$ cat config.mk
export PLATFORM = sky130hd
export DESIGN_NAME = nes_erase_seq
export DESIGN_NICKNAME = d
export VERILOG_FILES = /design/src/rtl/nes_pkg.sv /design/src/rtl/nes_addr_fmt.sv /design/src/rtl/nes_spi_engine.sv /design/src/rtl/nes_ctrl.sv /design/src/rtl/nes_erase_seq.sv
export SDC_FILE = /design/constraint.sdc
export NUM_CORES = 1
export LEC_CHECK = 0
export BUFFER_PORTS_ARGS = -buffer_cell sky130_fd_sc_hd__buf_4
export CORE_MARGIN = 2
export CORE_UTILIZATION = 35
export CTS_CLUSTER_DIAMETER = 200
export DETAILED_ROUTE_END_ITERATION = 8
export PLACE_DENSITY = 0.57
export SETUP_SLACK_MARGIN = 0.2
export SYNTH_ARGS = -nofsm -noshare
export SYNTH_HDL_FRONTEND = slang
export SYNTH_SLANG_ARGS = --single-unit
$ cat constraint.sdc
create_clock -name clk -period 2.25 [get_ports clk]
set_input_delay 0.45 -clock clk [delete_from_list [all_inputs] [get_ports clk]]
set_output_delay 0.45 -clock clk [all_outputs]
set_load 0.05 [all_outputs]
$ cat src/rtl/nes_pkg.sv
package nes_pkg;
  localparam logic [7:0] OPC_WREN   = 8'h06;
  localparam logic [7:0] OPC_ERASE  = 8'hD8;
  localparam logic [7:0] OPC_GETF   = 8'h0F;
  localparam logic [7:0] FADDR_STAT = 8'hC0;
  localparam int FRAME_W = 32;
  localparam int NBITS_W = 6;
  localparam int ADDR_W  = 24;
  localparam int STAT_W  = 8;
  localparam int OIP_BIT = 0;
  localparam int WEL_BIT = 1;

  typedef enum logic [1:0] {ST_IDLE, ST_ISSUE, ST_WAIT, ST_GAP} seq_state_t;
  typedef enum logic [1:0] {OP_WREN, OP_ERASE, OP_POLL} seq_op_t;
endpackage

$ cat src/rtl/nes_addr_fmt.sv
module nes_addr_fmt #(
  parameter int ROW_W  = 17,
  parameter int ADDR_W = 24
) (
  input  logic [ROW_W-1:0]  row_i,
  input  logic              wide_i,
  output logic [ADDR_W-1:0] addr_o
);
  localparam int PAD_WIDE   = ADDR_W - ROW_W;
  localparam int NARROW_W   = ROW_W - 1;
  localparam int PAD_NARROW = ADDR_W - NARROW_W;

  always_comb begin
    if (wide_i) addr_o = {{PAD_WIDE{1'b0}}, row_i};
    else        addr_o = {{PAD_NARROW{1'b0}}, row_i[NARROW_W-1:0]};
  end
endmodule

$ cat src/rtl/nes_spi_engine.sv
module nes_spi_engine #(
  parameter int CLK_DIV = 4,
  parameter int FRAME_W = 32,
  parameter int NBITS_W = 6,
  parameter int RX_W    = 8
) (
  input  logic               clk,
  input  logic               rst,
  input  logic               go_i,
  input  logic [FRAME_W-1:0] frame_i,
  input  logic [NBITS_W-1:0] nbits_i,
  output logic               done_o,
  output logic [RX_W-1:0]    rx_o,
  output logic               cs_n_o,
  output logic               sck_o,
  output logic               si_o,
  input  logic               so_i
);
  localparam int DIV_W = (CLK_DIV < 2) ? 1 : $clog2(CLK_DIV);
  localparam logic [DIV_W-1:0] DIV_LAST = DIV_W'(CLK_DIV - 1);

  logic               active;
  logic [DIV_W-1:0]   div_cnt;
  logic [NBITS_W-1:0] bits_left;
  logic [FRAME_W-1:0] shreg;

  always_ff @(posedge clk) begin
    if (rst) begin
      active    <= 1'b0;
      div_cnt   <= '0;
      bits_left <= '0;
      shreg     <= '0;
      done_o    <= 1'b0;
      rx_o      <= '0;
      cs_n_o    <= 1'b1;
      sck_o     <= 1'b0;
      si_o      <= 1'b0;
    end else begin
      done_o <= 1'b0;
      if (!active) begin
        if (go_i) begin
          active    <= 1'b1;
          cs_n_o    <= 1'b0;
          sck_o     <= 1'b0;
          shreg     <= frame_i;
          si_o      <= frame_i[FRAME_W-1];
          bits_left <= nbits_i;
          div_cnt   <= '0;
        end
      end else if (div_cnt == DIV_LAST) begin
        div_cnt <= '0;
        if (!sck_o) begin
          sck_o <= 1'b1;
          rx_o  <= {rx_o[RX_W-2:0], so_i};
        end else begin
          sck_o     <= 1'b0;
          shreg     <= {shreg[FRAME_W-2:0], 1'b0};
          si_o      <= shreg[FRAME_W-2];
          bits_left <= bits_left - 1'b1;
          if (bits_left == NBITS_W'(1)) begin
            active <= 1'b0;
            cs_n_o <= 1'b1;
            si_o   <= 1'b0;
            done_o <= 1'b1;
          end
        end
      end else begin
        div_cnt <= div_cnt + 1'b1;
      end
    end
  end
endmodule

$ cat src/rtl/nes_ctrl.sv
module nes_ctrl
  import nes_pkg::*;
#(
  parameter int GAP_CYCLES = 8,
  parameter int MAX_POLLS  = 100000
) (
  input  logic               clk,
  input  logic               rst,
  input  logic               start_i,
  input  logic [ADDR_W-1:0]  addr_i,
  output logic               eng_go_o,
  output logic [FRAME_W-1:0] eng_frame_o,
  output logic [NBITS_W-1:0] eng_nbits_o,
  input  logic               eng_done_i,
  input  logic [STAT_W-1:0]  eng_rx_i,
  output logic               busy_o,
  output logic               done_o,
  output logic [STAT_W-1:0]  status_o,
  output logic               timeout_o,
  output logic               wel_stuck_o
);
  localparam int GAP_W  = $clog2(GAP_CYCLES + 1);
  localparam int POLL_W = $clog2(MAX_POLLS + 1);
  localparam logic [GAP_W-1:0]  GAP_LAST  = GAP_W'(GAP_CYCLES - 1);
  localparam logic [POLL_W-1:0] POLL_MAX  = POLL_W'(MAX_POLLS);

  seq_state_t         state;
  seq_op_t            op;
  logic [ADDR_W-1:0]  addr_q;
  logic [GAP_W-1:0]   gap_cnt;
  logic [POLL_W-1:0]  poll_cnt;

  assign eng_go_o = (state == ST_ISSUE);

  always_comb begin
    case (op)
      OP_WREN: begin
        eng_frame_o = {OPC_WREN, 24'h0};
        eng_nbits_o = NBITS_W'(8);
      end
      OP_ERASE: begin
        eng_frame_o = {OPC_ERASE, addr_q};
        eng_nbits_o = NBITS_W'(32);
      end
      default: begin
        eng_frame_o = {OPC_GETF, FADDR_STAT, 16'h0};
        eng_nbits_o = NBITS_W'(24);
      end
    endcase
  end

  always_ff @(posedge clk) begin
    if (rst) begin
      state       <= ST_IDLE;
      op          <= OP_WREN;
      addr_q      <= '0;
      gap_cnt     <= '0;
      poll_cnt    <= '0;
      busy_o      <= 1'b0;
      done_o      <= 1'b0;
      status_o    <= '0;
      timeout_o   <= 1'b0;
      wel_stuck_o <= 1'b0;
    end else begin
      done_o      <= 1'b0;
      timeout_o   <= 1'b0;
      wel_stuck_o <= 1'b0;
      case (state)
        ST_IDLE: begin
          if (start_i) begin
            addr_q   <= addr_i;
            op       <= OP_WREN;
            poll_cnt <= '0;
            busy_o   <= 1'b1;
            state    <= ST_ISSUE;
          end
        end
        ST_ISSUE: begin
          state <= ST_WAIT;
          if (op == OP_POLL) poll_cnt <= poll_cnt + 1'b1;
        end
        ST_WAIT: begin
          if (eng_done_i) begin
            gap_cnt <= '0;
            state   <= ST_GAP;
          end
        end
        default: begin
          if (gap_cnt != GAP_LAST) begin
            gap_cnt <= gap_cnt + 1'b1;
          end else begin
            case (op)
              OP_WREN: begin
                op    <= OP_ERASE;
                state <= ST_ISSUE;
              end
              OP_ERASE: begin
                op    <= OP_POLL;
                state <= ST_ISSUE;
              end
              default: begin
                if (!eng_rx_i[OIP_BIT]) begin
                  state       <= ST_IDLE;
                  busy_o      <= 1'b0;
                  done_o      <= 1'b1;
                  status_o    <= eng_rx_i;
                  wel_stuck_o <= eng_rx_i[WEL_BIT];
                end else if (poll_cnt == POLL_MAX) begin
                  state     <= ST_IDLE;
                  busy_o    <= 1'b0;
                  done_o    <= 1'b1;
                  status_o  <= eng_rx_i;
                  timeout_o <= 1'b1;
                end else begin
                  state <= ST_ISSUE;
                end
              end
            endcase
          end
        end
      endcase
    end
  end
endmodule

$ cat src/rtl/nes_erase_seq.sv
module nes_erase_seq
  import nes_pkg::*;
#(
  parameter int CLK_DIV    = 4,
  parameter int GAP_CYCLES = 8,
  parameter int MAX_POLLS  = 100000,
  parameter int ROW_W      = 17
) (
  input  logic             clk,
  input  logic             rst,
  input  logic             start_i,
  input  logic [ROW_W-1:0] row_addr_i,
  input  logic             dens_wide_i,
  output logic             busy_o,
  output logic             done_o,
  output logic [7:0]       status_o,
  output logic             timeout_o,
  output logic             wel_stuck_o,
  output logic             spi_cs_n_o,
  output logic             spi_sck_o,
  output logic             spi_si_o,
  input  logic             spi_so_i
);
  logic [ADDR_W-1:0]  addr_fmt;
  logic               eng_go;
  logic [FRAME_W-1:0] eng_frame;
  logic [NBITS_W-1:0] eng_nbits;
  logic               eng_done;
  logic [STAT_W-1:0]  eng_rx;

  nes_addr_fmt #(.ROW_W(ROW_W), .ADDR_W(ADDR_W)) u_fmt (
    .row_i  (row_addr_i),
    .wide_i (dens_wide_i),
    .addr_o (addr_fmt)
  );

  nes_ctrl #(.GAP_CYCLES(GAP_CYCLES), .MAX_POLLS(MAX_POLLS)) u_ctrl (
    .clk         (clk),
    .rst         (rst),
    .start_i     (start_i),
    .addr_i      (addr_fmt),
    .eng_go_o    (eng_go),
    .eng_frame_o (eng_frame),
    .eng_nbits_o (eng_nbits),
    .eng_done_i  (eng_done),
    .eng_rx_i    (eng_rx),
    .busy_o      (busy_o),
    .done_o      (done_o),
    .status_o    (status_o),
    .timeout_o   (timeout_o),
    .wel_stuck_o (wel_stuck_o)
  );

  nes_spi_engine #(.CLK_DIV(CLK_DIV), .FRAME_W(FRAME_W), .NBITS_W(NBITS_W), .RX_W(STAT_W)) u_eng (
    .clk     (clk),
    .rst     (rst),
    .go_i    (eng_go),
    .frame_i (eng_frame),
    .nbits_i (eng_nbits),
    .done_o  (eng_done),
    .rx_o    (eng_rx),
    .cs_n_o  (spi_cs_n_o),
    .sck_o   (spi_sck_o),
    .si_o    (spi_si_o),
    .so_i    (spi_so_i)
  );
endmodule

==> results of run 1 <==
-- registers in the layout (all words and copies together), names as in the netlist --
register / flops
u_ctrl.poll_cnt: 17
u_ctrl.op: 2
u_ctrl.wel_stuck_o: 1
u_eng.shreg: 31
u_eng.cs_n_o: 1
u_ctrl.busy_o: 1
u_eng.si_o: 1
u_eng.done_o: 1
u_eng.bits_left: 6
u_eng.sck_o: 1
u_ctrl.state: 2
u_eng.rx_o: 8
u_eng.active: 1
u_ctrl.addr_q: 17
u_eng.div_cnt: 2
u_ctrl.done_o: 1
u_ctrl.gap_cnt: 4
u_ctrl.status_o: 8
u_ctrl.timeout_o: 1
-- cell families after synthesis --
kind of cell    after synthesis  share of synthesized area
fa+ha+maj                    11                    0.02959
simple gates                235                     0.2518
buf+inv                      51                    0.04547
mux                          24                    0.05327
compound gates              106                     0.1466
flops                       106                     0.4563
xor+xnor                      9                    0.01695
-- power groups by stage --
stage	sequential, mW	combinational, mW	clock (mW)
floorplan	2.43	1.26	0
finish	2.40	1.73	1.58
global placement	2.43	1.67	0
CTS	2.40	1.75	1.63
global route	2.44	1.96	1.71
detailed placement	2.44	1.72	0
-- layer usage --
metal | GRT usage | wire length, um | vias up
met4 | 0.04688 | 126 | 0
met5 | 0 | 0 | -
met1 | 0.1839 | 4658 | 1801
met2 | 0.2550 | 4990 | 53
met3 | 0.04837 | 398 | 9
li1 | - | - | 1963
-- timing repair --
action | CTS | global route
setup buffers | 0 | 2
pin swaps | 0 | 2
endpoints found under the setup margin | 1 | 46
resized for setup | 1 | 6
-- worst max-delay path, stage by stage, from the launching register on --
cell and delay (ps):
sky130_fd_sc_hd__dfxtp_2 360, sky130_fd_sc_hd__inv_1 80, sky130_fd_sc_hd__ha_1 230, sky130_fd_sc_hd__mux2_4 230, sky130_fd_sc_hd__o2111ai_1 120, sky130_fd_sc_hd__buf_4 200, sky130_fd_sc_hd__or4_1 500, sky130_fd_sc_hd__a21oi_1 150
-- worst paths after layout --
kind	start	end	slack (ps)	cells after the start
worst max-delay path	u_ctrl.state[0]$_SDFFE_PP0P_	u_ctrl.poll_cnt[10]$_SDFFE_PP0P_	300	7
worst max register to register	u_ctrl.state[0]$_SDFFE_PP0P_	u_ctrl.poll_cnt[10]$_SDFFE_PP0P_	300	7
worst min register to register	u_eng.shreg[19]$_SDFFE_PP0P_	u_eng.shreg[19]$_SDFFE_PP0P_	450	2
worst min-delay path	row_addr_i[13]	u_ctrl.addr_q[13]$_SDFFE_PP0P_	330	3
-- through the flow --
| step | setup slack, ps | instance area, sq um | total power [mW] |
|---|---|---|---|
| detailed placement | 224.4 | 5107 | 4.155 |
| floorplan | 325.2 | 4651 | 3.691 |
| global route | 200.8 | 5439 | 6.113 |
| global placement | 309.5 | 5107 | 4.099 |
| finish | 298.8 | 5439 | 5.710 |
| CTS | 222.0 | 5409 | 5.776 |
-- placed cells by master, fill, tap and decap left out, drive strengths merged, types with 2 or more instances in the layout --
master / Yosys / final
nand3b: 2 / 2
a21oi: 48 / 48
and3: 4 / 4
a221oi: 18 / 18
or3: 9 / 9
o211ai: 3 / 3
mux2i: 21 / 21
nor2: 59 / 59
nor4b: 2 / 2
nand2: 62 / 62
and2: 2 / 2
or2: 3 / 3
o31ai: 7 / 7
o21bai: 2 / 2
inv: 14 / 15
a311oi: 2 / 2
xnor2: 6 / 6
nor2b: 3 / 3
clkinvlp: 0 / 2
nand2b: 21 / 21
nand4: 3 / 3
nor3: 29 / 29
nand3: 12 / 12
nor3b: 4 / 4
clkbuf: 26 / 11
nor4: 8 / 8
dfxtp: 106 / 106
or4: 7 / 7
xor2: 3 / 3
mux2: 3 / 3
buf: 11 / 53
o21ai: 12 / 12
ha: 11 / 11
a211oi: 7 / 7
nor4bb: 2 / 2
-- final cells by class --
type                    instances  area share
clock buffers                  11     0.04279
clock inverters                 5     0.01150
inverters                      14    0.009662
multi-input cells             385      0.4295
flip-flops and latches        106      0.3906
well taps                     176     0.04049
repair buffers                 53     0.07545
==> flow_summary.toml, run 1 <==
[timing]
fin_setup_tns_ps = 0
post-route-period-util = 0.8672
drv_slew = 0
period_minus_slack_ps = 1951
hold_violations = 0
tightest_slew_ps = 879.8
fmaxAchievable_mhz = 512.5
hold-worst-slack_ps = 334.7
rsz0062_at_grt = "no"
setup_violations = 0
fin_worst_skew_ps = 8.744
timing.max_slew.rel_slack = 0.4135

[route]
vias_per_cell = 5.101
number_of_drc_violations_after_detailed_routing_iteration_0 = 225
antenna_violating_nets_post_route = 0
drt_first_pass_iters = 4
detail_route.drc_violations = 0
vias = 3826
wl_um = 10170
routedWlPerCell_um = 13.56

[place]
place.port_buffers = 36
dp.final_hpwl_um = 6740
gp_congestion = 0.7718
placedCellCount = 732

[layout]
multiInputGateArea_sq_um = 2336
nets = 602
post_layout_nonfiller_instances = 750
finish.utilization = 0.4157
final_layout_size_suffix_gt1_frac = 0.1481
fillCellCount = 1295
area.growth.synth_to_final_pct = 16.95
ff_latch_area_sq_um = 2125
num_antenna_cells = 0

[synthesis]
sequential_share_of_the_synthesized_area = 0.4563
leading_post_synthesis_cells_by_cell_area = "sky130_fd_sc_hd__dfxtp_1 (46%), sky130_fd_sc_hd__a21oi_1 (5.1%), sky130_fd_sc_hd__nand2_1 (5.0%)"
ys_ff_latch = 106
yosys_cell_types = 52
count_leader_synth = "sky130_fd_sc_hd__dfxtp_1"
yosys-top-cells-count = "sky130_fd_sc_hd__dfxtp_1 (106), sky130_fd_sc_hd__nand2_1 (62), sky130_fd_sc_hd__nor2_1 (59)"
synth_top_area_cell = "sky130_fd_sc_hd__dfxtp_1"
synth.cell_area_sq_um = 4651
synth_flop_cell = "sky130_fd_sc_hd__dfxtp_1"
number_of_synthesized_flops_with_an_enable_pin = 0
synthesis.nets = 575
synthCells = 542
ys.warnings.count = 0
post_synth.cell_area_avg_sq_um = 8.581
synthArstFlopShare = 0
synthDominantCellAreaShare = 0.4563

[critical_path]
critical_path_required_ps = 2520
timing.setup.critical_path_class = "flip-flop to flip-flop"
timing.critical_path.fanout_max = 14
timing.critical_path.to_type = "flip-flop"
worst-endpoint-arrival_ps = 2230
setup.worst_path.start_class = "flip-flop"

[power]
p_seq_frac = 0.421
internal_power_mw = 3.765
p_per_area_nw_per_um2 = 1050
switching_power_share_of_the_total = 0.3406
static-leakage-power_nw = 1.978
ir_drop_uv = 506.2
clockPowerShare = 0.276
comb_power_share = 0.303
power_switching_mw = 1.945

[run_status]
outcome = "complete, no violations"

[clock_tree]
clkSlewWorstSetupHoldPaths_ps = 70
cts.path.max_buffers = 2
clock_network_latency_to_the_later_pin_of_the_worst_skew_pair_ps = 350
cts.sinks = 106
cts_htree_levels = 3
tritoncts = "built"
clockRootBuffer = "sky130_fd_sc_hd__clkbuf_16"
cts_inserted_buffers = 9
hold_buf_count_cts = 0

[run]
drv_cap = 0

[global_routing]
grt_max_degree = 37
globalRouteTotalUtil = 0.1515
grt_pass1_wl_um = 17390
global_route.overflow_total = 0
vias_in_the_first_global_route = 3628
grt_antenna_before_repair = 0

[die]
ios = 37
coreArea_sq_um = 13090
row_count = 42
die_area_sq_um = 14230
initial_utilization = 0.3554
die-width_um = 119.3
die_height_um = 119.3

[hold_path]
hp-class = "input port to flip-flop"
(Power assumes the default switching activity.)
==> run 2: changes to the inputs <==
CORE_UTILIZATION = 40   (was 35)
PLACE_DENSITY = 0.63   (was 0.57)
==> run 2 against run 1 <==
Compared with the run above:
- register-to-register slack got worse by 30 ps
- sequential share of layout area increased by 0.22 points
- die area decreased by 12%
- non-clock buffer count increased by 1
- routed wire length decreased by 3.5%
- total power increased by 0.23%
- core utilization increased by 6.0 points
- sequential power about the same
- sequential cell count unchanged
- setup slack got worse by 35 ps
- critical endpoint unchanged
- largest power group unchanged
==> flow_summary.toml, run 2 (synthesis gave the netlist of run 1 again) <==
[route]
vias_per_cell = 5.338
antenna_violating_nets_post_route = 0
routedWlPerCell_um = 13.69
drt_first_pass_iters = 4
wl_um = 9815
vias = 3827
number_of_drc_violations_after_detailed_routing_iteration_0 = 247
detail_route.drc_violations = 0

[die]
die_height_um = 111.8
row_count = 39
die-width_um = 111.8
initial_utilization = 0.4090
ios = 37
coreArea_sq_um = 11370
die_area_sq_um = 12500

[run_status]
outcome = "complete, no violations"

[clock_tree]
clkSlewWorstSetupHoldPaths_ps = 70
clock_network_latency_to_the_later_pin_of_the_worst_skew_pair_ps = 360
cts.path.max_buffers = 2
cts_inserted_buffers = 9
clockRootBuffer = "sky130_fd_sc_hd__clkbuf_16"
cts.sinks = 106
tritoncts = "built"
cts_htree_levels = 3

[timing]
timing.max_slew.rel_slack = 0.6309
rsz0062_at_grt = "yes"
tightest_slew_ps = 552.0
fmaxAchievable_mhz = 503.6
setup_violations = 0
drv_slew = 0
period_minus_slack_ps = 1986
fin_worst_skew_ps = 8.559
fin_setup_tns_ps = 0
hold_violations = 0
post-route-period-util = 0.8826

[critical_path]
worst-endpoint-arrival_ps = 2270
worst_path_dominant_cell_family = "simple AND/OR/NAND/NOR gates"
timing.reg2reg.worst_path_depth = 7
cp.buffers_inverters = 2
timing.critical_path.to_type = "flip-flop"
r2r-start = "u_ctrl.state[0]$_SDFFE_PP0P_"
setup.worst_path.start_class = "flip-flop"
cp_num_cells = 7
cp-endpoint = "u_ctrl.poll_cnt[10]$_SDFFE_PP0P_"
worst_r2r_endpoint = "u_ctrl.poll_cnt[10]$_SDFFE_PP0P_"
worst_path_max_delay_cell = "sky130_fd_sc_hd__or4_1"
timing.critical_path.fanout_max = 14
timing.setup.critical_path_class = "flip-flop to flip-flop"
critical_path_required_ps = 2530
crit_path_start = "u_ctrl.state[0]$_SDFFE_PP0P_"
r2r_setup_slack_ps = 260
path_cells = "inv_1, ha_1, mux2_4, o2111ai_1, buf_4, or4_1, a21oi_1"
slowest_delay_ps = 500

[power]
switching_power_share_of_the_total = 0.3419
power_switching_mw = 1.957
ir_drop_uv = 521.3
clockPowerShare = 0.278
internal_power_mw = 3.766
p_seq_frac = 0.416
p_per_area_nw_per_um2 = 1059
static-leakage-power_nw = 1.995
comb_power_share = 0.306

[layout]
commonest_cells_after_routing_fill_and_taps_aside = "sky130_fd_sc_hd__dfxtp_1 (105), sky130_fd_sc_hd__nand2_1 (61), sky130_fd_sc_hd__nor2_1 (59)"
multiInputGateArea_sq_um = 2337
num_antenna_cells = 0
ff_latch_area_sq_um = 2123
largest-register = "u_eng.shreg"
max_ffs_per_register = 31
biggestRegsByFlops = "u_eng.shreg: 31 flops, u_ctrl.addr_q: 17 flops, u_ctrl.poll_cnt: 17 flops"
nets = 603
post_layout_nonfiller_instances = 717
most_common_cell_after_layout_fill_and_taps_aside = "sky130_fd_sc_hd__dfxtp_1"
fillCellCount = 1096
final_layout_size_suffix_gt1_frac = 0.1516
area.growth.synth_to_final_pct = 16.22

[place]
place.port_buffers = 36
dp.final_hpwl_um = 6427
gp_congestion = 0.7955
placedCellCount = 701

[global_routing]
vias_in_the_first_global_route = 3612
grt_max_degree = 46
grt_pass1_wl_um = 16890
grt_antenna_before_repair = 0
global_route.overflow_total = 0
globalRouteTotalUtil = 0.1634

[hold_path]
min-delay-start = "spi_so_i"
hp-class = "input port to flip-flop"

[run]
drv_cap = 0
-- run 2: cell types whose count changed in the layout (fill, tap and decap cells not counted), sizes merged --
cell | before | now
buf | 53 | 54
inv | 15 | 18
clkinvlp | 2 | 0
clkbuf | 11 | 9
-- run 2: worst min path at each step --
stage,slack (ps),to,cells past startpoint
2_1_floorplan,430,u_eng.shreg[25]$_SDFFE_PP0P_,2
3_3_place_gp,440,u_eng.shreg[25]$_SDFFE_PP0P_,2
3_5_place_dp,440,u_eng.shreg[20]$_SDFFE_PP0P_,2
4_1_cts,320,u_eng.rx_o[0]$_SDFFE_PP0P_,3
5_1_grt,330,u_ctrl.addr_q[11]$_SDFFE_PP0P_,3
6_report,330,u_eng.rx_o[0]$_SDFFE_PP0P_,3
-- run 2: final cells by class --
class,instances,area share
Clock inverter,6,0.01296
Sequential cell,106,0.3928
Timing Repair Buffer,54,0.07731
Inverter,14,0.009722
Multi-Input combinational cell,385,0.4324
Clock buffer,9,0.04167
Tap cell,143,0.03310
-- run 2: what timing repair did --
action | CTS | global route
setup buffers | 0 | 1
gates resized for setup | 0 | 5
setup endpoints to repair | 0 | 18
hold buffers | 0 | 0
endpoints found under the hold margin | 0 | 0
-- run 2: layer usage --
layer,wire [um],part of all wire,up-vias,track usage
met1,4644,0.47,1783,0.2056
met3,387,0.039,13,0.04028
met4,167,0.017,0,0.07407
met5,0,0,-,0
met2,4615,0.47,62,0.2655
li1,-,-,1969,-
-- run 2: per-stage QoR --
| step | hold slack [ps] | total power [mW] | util | cell area [sq um] | setup WS [ps] |
|---|---|---|---|---|---|
| final | 329.2 | 5.723 | 0.4754 | 5405 | 264.1 |
| after global routing | 331.3 | 6.103 | 0.4754 | 5405 | 162.1 |
| after CTS | 318.3 | 5.741 | 0.4729 | 5376 | 213.6 |
| after detailed placement | 444.5 | 4.136 | 0.4469 | 5081 | 229.9 |
| after global placement | 435.8 | 4.074 | 0.4469 | 5081 | 324.1 |
| after floorplan | 426.8 | 3.691 | - | 4651 | 325.2 |
-- run 2: worst reg2reg max path, stage by stage (launching register included) --
cell and delay, ps:
sky130_fd_sc_hd__dfxtp_1 390, sky130_fd_sc_hd__inv_1 100, sky130_fd_sc_hd__ha_1 230, sky130_fd_sc_hd__mux2_4 230, sky130_fd_sc_hd__o2111ai_1 120, sky130_fd_sc_hd__buf_4 200, sky130_fd_sc_hd__or4_1 500, sky130_fd_sc_hd__a21oi_1 150
-- run 2: power groups by stage --
stage                     Combinational, mW  Sequential, mW  Clock, mW
after floorplan                        1.26            2.43          0
after global placement                 1.67            2.41          0
after detailed placement               1.72            2.42          0
after CTS                              1.73            2.38       1.64
after global routing                   1.97            2.42       1.72
final                                  1.75            2.38       1.59
